--- config.mk ---
export PLATFORM = sky130hd
export DESIGN_NAME = pci_cpu_arbiter
export DESIGN_NICKNAME = d
export VERILOG_FILES = /design/src/rtl/pci_cpu_arbiter.sv
export SDC_FILE = /design/constraint.sdc
export NUM_CORES = 1
export LEC_CHECK = 0
export ABC_AREA = 1
export BUFFER_PORTS_ARGS = -buffer_cell sky130_fd_sc_hd__buf_2
export CORE_ASPECT_RATIO = 1.1
export CORE_MARGIN = 2
export CORE_UTILIZATION = 53
export DETAILED_ROUTE_END_ITERATION = 7
export GPL_ROUTABILITY_DRIVEN = 0
export GPL_TIMING_DRIVEN = 0
export PLACE_DENSITY = 0.79
export SLEW_MARGIN = 15
export SYNTH_ARGS = -nofsm -noshare
export SYNTH_HDL_FRONTEND = slang
export SYNTH_SLANG_ARGS = --single-unit
--- constraint.sdc ---
create_clock -name clk -period 2.5 [get_ports clk]
set_input_delay 0.25 -clock clk [delete_from_list [all_inputs] [get_ports clk]]
set_output_delay 0.25 -clock clk [all_outputs]
set_load 0.01 [all_outputs]
--- src/rtl/pci_cpu_arbiter.sv ---
module pci_cpu_arbiter #(
  parameter int TO_UNIT = 32
) (
  input  logic       clk,
  input  logic       rst_n,
  input  logic [4:0] mreq,
  input  logic       cpu_req,
  input  logic       cyc_active_n,
  input  logic       xfer_rdy_n,
  input  logic       cpu_wr_retry_fail,
  input  logic       cfg_fair,
  input  logic       cfg_at_cycle_start,
  input  logic [3:0] cfg_hold_limit,
  input  logic [1:0] cfg_cpu_every,
  input  logic [1:0] cfg_fav_sel,
  input  logic       cfg_fav_en,
  input  logic       cfg_retry_yield,
  output logic [4:0] mgnt,
  output logic       cpu_gnt
);
  localparam int NM = 5;
  localparam logic [2:0] CPU = 3'd5;
  localparam int TW = $clog2(15 * TO_UNIT + 1);

  logic          granted, last_m, cyc_q;
  logic [2:0]    owner, next_owner, lo_pick, fav_idx, m_pick;
  logic [1:0]    rot_cnt;
  logic [TW-1:0] tcnt, limit;
  logic [5:0]    req6, others, cand;
  logic          own_req, any_other, owner_cpu, busy, expire, cyc_fall, release_now, pick_cpu;

  assign req6        = {cpu_req, mreq};
  assign owner_cpu   = (owner == CPU);
  assign own_req     = req6[owner];
  assign others      = req6 & ~(6'b1 << owner);
  assign any_other   = |others;
  assign busy        = !cyc_active_n || !xfer_rdy_n;
  assign cyc_fall    = cyc_q && !cyc_active_n;
  assign limit       = TW'(cfg_hold_limit) * TW'(TO_UNIT);
  assign expire      = (cfg_hold_limit != 4'd0) && !owner_cpu && (tcnt >= limit);

  assign release_now = granted && (
      (!own_req && (any_other || !owner_cpu)) ||
      (any_other && ((cfg_at_cycle_start && cyc_fall) || expire ||
                     (owner_cpu && cfg_retry_yield && cpu_wr_retry_fail))));

  assign cand = any_other ? others : req6;

  always_comb begin
    lo_pick = 3'd0;
    for (int i = NM - 1; i >= 0; i--)
      if (cand[i]) lo_pick = 3'(i);
  end

  always_comb begin
    case (cfg_fav_sel)
      2'd0:    fav_idx = 3'd4;
      2'd1:    fav_idx = 3'd0;
      2'd2:    fav_idx = 3'd1;
      default: fav_idx = 3'd2;
    endcase
  end

  assign m_pick = (cfg_fav_en && cand[fav_idx]) ? fav_idx : lo_pick;

  always_comb begin
    if (cand[4:0] == 5'd0)        pick_cpu = 1'b1;
    else if (!cand[5])            pick_cpu = 1'b0;
    else if (cfg_cpu_every != 0)  pick_cpu = (rot_cnt >= cfg_cpu_every);
    else if (cfg_fair)            pick_cpu = last_m;
    else                          pick_cpu = 1'b0;
  end

  assign next_owner = pick_cpu ? CPU : m_pick;

  always_ff @(posedge clk) begin
    if (!rst_n) begin
      granted <= 1'b1;
      owner   <= CPU;
      last_m  <= 1'b0;
      rot_cnt <= 2'd0;
      tcnt    <= '0;
      cyc_q   <= 1'b1;
    end else begin
      cyc_q <= cyc_active_n;
      if (granted) begin
        if (release_now) granted <= 1'b0;
        if (busy && !owner_cpu && tcnt < limit) tcnt <= tcnt + 1'b1;
      end else begin
        granted <= 1'b1;
        owner   <= next_owner;
        tcnt    <= '0;
        if (pick_cpu) begin
          rot_cnt <= 2'd0;
          last_m  <= 1'b0;
        end else begin
          rot_cnt <= (rot_cnt == 2'd3) ? 2'd3 : rot_cnt + 2'd1;
          last_m  <= 1'b1;
        end
      end
    end
  end

  assign cpu_gnt = granted && owner_cpu;
  assign mgnt    = (granted && !owner_cpu) ? (5'b1 << owner) : 5'b0;

  logic [5:0] gv;
  assign gv = {cpu_gnt, mgnt};

  a_r2_onehot: assert property (@(posedge clk) disable iff (!rst_n) $onehot0(gv));

  a_r2_idle_gap: assert property (@(posedge clk) disable iff (!rst_n)
    (gv != 6'd0 && $past(gv) != 6'd0) |-> gv == $past(gv));

  a_r1_park: assert property (@(posedge clk) disable iff (!rst_n)
    (gv == 6'd0 && mreq == 5'd0 && !cpu_req) |=> cpu_gnt);

  a_r9_cpu_turn: assert property (@(posedge clk) disable iff (!rst_n)
    (gv == 6'd0 && cfg_cpu_every != 2'd0 && rot_cnt >= cfg_cpu_every && cpu_req && mreq != 5'd0)
      |=> cpu_gnt);

  a_r8_hold_limit: assert property (@(posedge clk) disable iff (!rst_n)
    (mgnt != 5'd0 && cfg_hold_limit != 4'd0 && tcnt >= limit && any_other) |=> gv == 6'd0);

  a_r6_keep: assert property (@(posedge clk) disable iff (!rst_n)
    (gv != 6'd0 && !cfg_at_cycle_start && own_req && !expire &&
     !(owner_cpu && cfg_retry_yield && cpu_wr_retry_fail)) |=> $stable(gv));
endmodule

==> impl_metrics.env, run 1 <==
export IMPL_status="finished clean"
export IMPL_firstDrtPassIters=4
export IMPL_slew_limit_headroom=0.797
export IMPL_endpoint="tcnt[8]$_SDFFE_PN0P_"
export IMPL_tns_ns=0
export IMPL_first_global_vias=1106
export IMPL_vias=1360
export IMPL_row_count=18
export IMPL_drive_gt1_frac=0.212
export IMPL_area_growth_pct=16.3
export IMPL_arrival_ns=2.29
export IMPL_cts_max_path_buffers=2
export IMPL_start_kind="register"
export IMPL_p_leak_nw=0.785
export IMPL_mostFrequentLayoutCell="nand2_1"
export IMPL_fin_crit_ns=2.08
export IMPL_max_vdd_ir_drop_uv=454
export IMPL_final_cells=266
export IMPL_avgSynthCellArea_um2=6.24
export IMPL_clk_transition_reported_paths_ns=0.11
export IMPL_coreArea_um2=2250
export IMPL_p_per_area_nw_per_um2=521
export IMPL_fillers=229
export IMPL_wl_per_cell_um=10.1
export IMPL_cap_violations=0
export IMPL_die_y_um=55.4
export IMPL_synthCells=204
export IMPL_ios=29
export IMPL_io_buffer_count=28
export IMPL_rsz0062_at_grt="false"
export IMPL_worst_pin_slew_ns=0.300
export IMPL_hold_viol=0
export IMPL_drc=0
export IMPL_antenna_cells=0
export IMPL_routed_via_density=5.11
export IMPL_post_cts_resized=0
export IMPL_cts_setup_buffers=0
export IMPL_drtIter0Drc=42
export IMPL_finalCritPeriodShare=0.833
export IMPL_worst_setup_path_end_kind="register"
export IMPL_antenna_found_initial=0
export IMPL_synth_nets=235
export IMPL_yosysSeqAreaShare=0.267
export IMPL_final_cell_mix="51 x nand2_1, 29 x inv_1, 28 x buf_2"
export IMPL_dp_hpwl_um=2250
export IMPL_critPathLaunch="tcnt[6]$_SDFFE_PN0P_"
export IMPL_final_util=0.657
export IMPL_max_freq_ghz=0.480
export IMPL_dp_cells=262
export IMPL_grt_total_usage=0.202
export IMPL_root_buffer="clkbuf_4"
export IMPL_reg2reg_to="tcnt[8]$_SDFFE_PN0P_"
export IMPL_clk_latency_ns=0.30
export IMPL_multiInputGateArea_um2=797
export IMPL_r2r_start="tcnt[6]$_SDFFE_PN0P_"
export IMPL_dieArea_um2=2810
export IMPL_reg2reg_depth=11
export IMPL_grt_max_degree=12
export IMPL_drt_wl_total_um=2680
export IMPL_ff_latch_area_um2=340
export IMPL_syn_area_um2=1270
export IMPL_die_x_um=50.7
export IMPL_setup_viol=0
export IMPL_synth_warning_count=0
export IMPL_ant_nets=0
export IMPL_cts_tree="built"
export IMPL_grt_pass1_wl_um=4490
export IMPL_critPathMaxFanout=5
export IMPL_cts_inserted_buffers=3
export IMPL_ctsHoldBuffers=0
export IMPL_ys_seq_elements=17
export IMPL_start_util=0.565
export IMPL_clock_skew_ns=0.00593
export IMPL_hold_class="in -> reg"
export IMPL_required_ns=2.71
export IMPL_synth_cell_types=22
export IMPL_cts_sinks=17
export IMPL_hold_ws_ns=0.142
export IMPL_ff2ff_setup_slack_ns=0.42
export IMPL_nets=268
export IMPL_grt_overflow=0
export IMPL_crit_type="reg -> reg"
export IMPL_ctsHtreeMaxLevel=1
export IMPL_final_max_slew_viol_count=0
-- state kept, by name (all words and copies together), names as in the netlist --
signal,cells
tcnt,9
owner,3
rot_cnt,2
cyc_q,1
granted,1
last_m,1
-- where the power goes --
part,internal [mW],switching (mW),leakage [nW]
logic,0.105,0.188,0.632
registers,0.299,0.0236,0.139
clock network,0.0611,0.0954,0.0139
total,0.465,0.307,0.785
-- logic make-up after synthesis --
kind of cell / Yosys count / synth area share
buf+inv: 34 / 0.106
compound gates: 27 / 0.121
fa+ha+maj: 8 / 0.0787
simple gates: 118 / 0.427
flops: 17 / 0.267
-- stage by stage --
stage | total power, mW | area [µm²] | setup WS (ns)
after floorplan | 0.537 | 1270 | 0.694
after global placement | 0.618 | 1450 | 0.426
after detailed placement | 0.623 | 1450 | 0.411
after CTS | 0.774 | 1480 | 0.412
after global routing | 0.832 | 1480 | 0.132
final | 0.772 | 1480 | 0.417
-- worst max-delay path, cell delays in order (launching register included) --
cell	delay [ns]
dfxtp_1	0.41
ha_1	0.27
inv_1	0.06
nor2_1	0.03
o21ai_0	0.21
nand2_1	0.08
nor2_1	0.22
nand3_1	0.14
nor2_1	0.22
nand4_1	0.13
o21ai_0	0.16
a21oi_1	0.05
-- Yosys cell counts --
library cell | count | area, µm²
nand4_1 | 3 | 18.8
nand3_2 | 4 | 40.0
nor3_1 | 6 | 30.0
nand3b_1 | 1 | 7.51
nor2_4 | 1 | 11.3
ha_1 | 8 | 100
inv_1 | 29 | 109
a21oi_1 | 12 | 60.1
nor2_1 | 22 | 82.6
a31oi_1 | 1 | 6.26
nor2_2 | 4 | 25.0
o21ai_0 | 9 | 45.0
inv_2 | 4 | 15.0
and3_1 | 1 | 6.26
dfxtp_1 | 17 | 340
buf_6 | 1 | 11.3
o21ai_2 | 3 | 26.3
nor3_2 | 1 | 10.0
o311ai_0 | 1 | 8.76
o21a_1 | 1 | 7.51
nand3_1 | 24 | 120
nand2_1 | 51 | 191
-- final cells by class --
| type | instances | share of cell area |
|---|---|---|
| Buffer | 1 | 0.00761 |
| Clock buffer | 3 | 0.0152 |
| Clock inverter | 1 | 0.00507 |
| Inverter | 33 | 0.0837 |
| Multi-Input combinational cell | 153 | 0.538 |
| Sequential cell | 17 | 0.230 |
| Tap cell | 30 | 0.0254 |
| Timing Repair Buffer | 28 | 0.0947 |
-- worst min-delay path by stage --
stage,start,to,slack (ns),depth (start not counted)
6_report,cyc_active_n,cyc_q$_SDFF_PN1_,0.14,3
5_1_grt,cyc_active_n,cyc_q$_SDFF_PN1_,0.15,3
4_1_cts,cyc_active_n,cyc_q$_SDFF_PN1_,0.15,3
3_5_place_dp,last_m$_SDFFE_PN0N_,last_m$_SDFFE_PN0N_,0.45,2
3_3_place_gp,last_m$_SDFFE_PN0N_,last_m$_SDFFE_PN0N_,0.45,2
2_1_floorplan,rst_n,cyc_q$_SDFF_PN1_,0.32,1
-- per-layer routing --
metal | vias to the layer above | share of wire | track usage
met1 | 581 | 0.49 | 0.268
met2 | 47 | 0.43 | 0.335
li1 | 727 | - | -
met4 | 0 | 0.015 | 0.0695
met3 | 5 | 0.061 | 0.0243
met5 | - | 0 | 0
(Power assumes the default switching activity.)
==> run 2: changes to the inputs <==
==> constraint.sdc (replaced) <==
create_clock -name clk -period 2 [get_ports clk]
set_input_delay 0.2 -clock clk [delete_from_list [all_inputs] [get_ports clk]]
set_output_delay 0.2 -clock clk [all_outputs]
set_load 0.01 [all_outputs]
==> impl_metrics.env, run 2 (synthesis gave the netlist of run 1 again) <==
export IMPL_status="finished clean"
export IMPL_ctsHtreeMaxLevel=1
export IMPL_required_ns=2.21
export IMPL_final_area_um2=1590
export IMPL_coreArea_um2=2250
export IMPL_max_vdd_ir_drop_uv=634
export IMPL_wl_per_cell_um=10.5
export IMPL_cts_tree="built"
export IMPL_slew_limit_headroom=0.796
export IMPL_p_seq_frac=0.403
export IMPL_clk_latency_ns=0.30
export IMPL_hold_class="in -> reg"
export IMPL_ant_nets=0
export IMPL_power_share_switching=0.405
export IMPL_mostFrequentLayoutCell="nand2_1"
export IMPL_drc=0
export IMPL_ff_latch_area_um2=349
export IMPL_cp_slowest_cell="dfxtp_4"
export IMPL_firstDrtPassIters=6
export IMPL_largest_register_ffs=9
export IMPL_multiInputGateArea_um2=876
export IMPL_fin_crit_ns=1.86
export IMPL_cts_inserted_buffers=3
export IMPL_finalCritPeriodShare=0.932
export IMPL_max_freq_ghz=0.536
export IMPL_antenna_found_initial=0
export IMPL_start_kind="register"
export IMPL_ff2ff_setup_slack_ns=0.14
export IMPL_antenna_cells=0
export IMPL_die_x_um=50.7
export IMPL_crit_path_max_incr_delay_ns=0.37
export IMPL_final_util=0.707
export IMPL_die_y_um=55.4
export IMPL_nets=271
export IMPL_arrival_ns=2.07
export IMPL_reg2reg_depth=12
export IMPL_row_count=18
export IMPL_crit_chain="ha_4, inv_1, nor2_1, o21ai_2, nand2_2, nor2_4, buf_4, nand3_1, nor2_2, nand4_1, o21ai_0, a21oi_1"
export IMPL_cap_violations=0
export IMPL_drt_wl_total_um=2820
export IMPL_dieArea_um2=2810
export IMPL_area_growth_pct=25.2
export IMPL_hold_viol=0
export IMPL_placed_area_um2=1450
export IMPL_p_sw_uw=406
export IMPL_tns_ns=0
export IMPL_worst_setup_path_end_kind="register"
export IMPL_vias=1373
export IMPL_final_max_slew_viol_count=0
export IMPL_drtIter0Drc=30
export IMPL_setup_viol=0
export IMPL_start_util=0.565
export IMPL_p_total_mw=1.00
export IMPL_root_buffer="clkbuf_4"
export IMPL_worst_pin_slew_ns=0.303
export IMPL_r2r_start="tcnt[6]$_SDFFE_PN0P_"
export IMPL_reg_largest_list="tcnt (9), owner (3), rot_cnt (2)"
export IMPL_power_frac_comb=0.401
export IMPL_p_per_area_nw_per_um2=629
export IMPL_ios=29
export IMPL_clock_skew_ns=0.00636
export IMPL_hold_path_endpoint="cyc_q$_SDFF_PN1_"
export IMPL_final_cell_mix="47 x nand2_1, 29 x inv_1, 28 x buf_2"
export IMPL_drive_gt1_frac=0.297
export IMPL_hold_depth=3
export IMPL_dp_hpwl_um=2250
export IMPL_clk_transition_reported_paths_ns=0.11
export IMPL_io_buffer_count=28
export IMPL_grt_total_usage=0.202
export IMPL_cts_max_path_buffers=2
export IMPL_first_global_vias=1106
export IMPL_grt_pass1_wl_um=4490
export IMPL_reg2reg_to="tcnt[8]$_SDFFE_PN0P_"
export IMPL_routed_via_density=5.10
export IMPL_p_leak_nw=0.821
export IMPL_p_int_uw=596
export IMPL_critPathMaxFanout=4
export IMPL_ctsHoldBuffers=0
export IMPL_grt_max_degree=12
export IMPL_hp_start="cyc_active_n"
export IMPL_largest_register="tcnt"
export IMPL_crit_type="reg -> reg"
export IMPL_grt_overflow=0
export IMPL_hold_ws_ns=0.0910
export IMPL_fillers=214
export IMPL_pwr_share_clk=0.195
export IMPL_cts_sinks=17
[run 2: final cells by class]
| class | instances | share of cell area |
|---|---|---|
| clock inverter | 1 | 0.00471 |
| buffer | 1 | 0.00707 |
| inverter | 33 | 0.0793 |
| clock buffer | 3 | 0.0141 |
| sequential | 17 | 0.219 |
| tap | 30 | 0.0236 |
| multi-input combinational | 153 | 0.550 |
| timing repair buffer | 31 | 0.102 |
[run 2: worst max-delay path: cells and delay by family, from the launching register on]
family                   cells  cell delay, ns
AO/OA/AOI/OAI                3            0.37
adder cells (fa/ha/maj)      1            0.21
buffers and inverters        2            0.17
flip-flops                   1            0.37
AND/OR/NAND/NOR              6            0.64
[run 2: worst max-delay path by stage]
stage / from / endpoint / slack (ns) / depth (start not counted)
final: tcnt[6]$_SDFFE_PN0P_ / tcnt[8]$_SDFFE_PN0P_ / 0.14 / 12
after floorplan: tcnt[6]$_SDFFE_PN0P_ / tcnt[8]$_SDFFE_PN0P_ / 0.19 / 11
after global placement: tcnt[6]$_SDFFE_PN0P_ / tcnt[8]$_SDFFE_PN0P_ / -0.07 / 11
after detailed placement: tcnt[6]$_SDFFE_PN0P_ / tcnt[8]$_SDFFE_PN0P_ / -0.07 / 11
after CTS: tcnt[6]$_SDFFE_PN0P_ / tcnt[7]$_SDFFE_PN0P_ / 0.01 / 12
after global routing: tcnt[6]$_SDFFE_PN0P_ / tcnt[7]$_SDFFE_PN0P_ / -0.01 / 12
[run 2: routing by layer]
| metal | vias to the layer above | global-route usage | part of all wire |
|---|---|---|---|
| met5 | - | 0 | 0 |
| li1 | 738 | - | - |
| met3 | 5 | 0.0243 | 0.046 |
| met4 | 0 | 0.0695 | 0.015 |
| met1 | 596 | 0.268 | 0.49 |
| met2 | 34 | 0.335 | 0.45 |
[run 2: per-stage QoR]
| stage | cells | setup slack [ns] |
|---|---|---|
| after detailed placement | 262 | -0.0721 |
| after global routing | 269 | -0.0137 |
| after CTS | 266 | 0.0118 |
| after global placement | 262 | -0.0701 |
| after floorplan | 204 | 0.194 |
| final | 269 | 0.136 |
[run 2: repair_timing]
| item | in CTS | in global routing |
|---|---|---|
| pin swaps | 0 | 9 |
| setup buffers | 0 | 3 |
| setup endpoints to repair | 3 | 9 |
| resized for setup | 2 | 22 |
| endpoints found under the hold margin | 0 | 0 |
| cloned | 0 | 0 |
[run 2: power groups by stage]
| stage | sequential [mW] | combinational [mW] | clock, mW |
|---|---|---|---|
| floorplan | 0.403 | 0.268 | 0 |
| global placement | 0.409 | 0.364 | 0 |
| detailed placement | 0.411 | 0.368 | 0 |
| CTS | 0.403 | 0.372 | 0.195 |
| global route | 0.407 | 0.460 | 0.209 |
| finish | 0.404 | 0.402 | 0.196 |
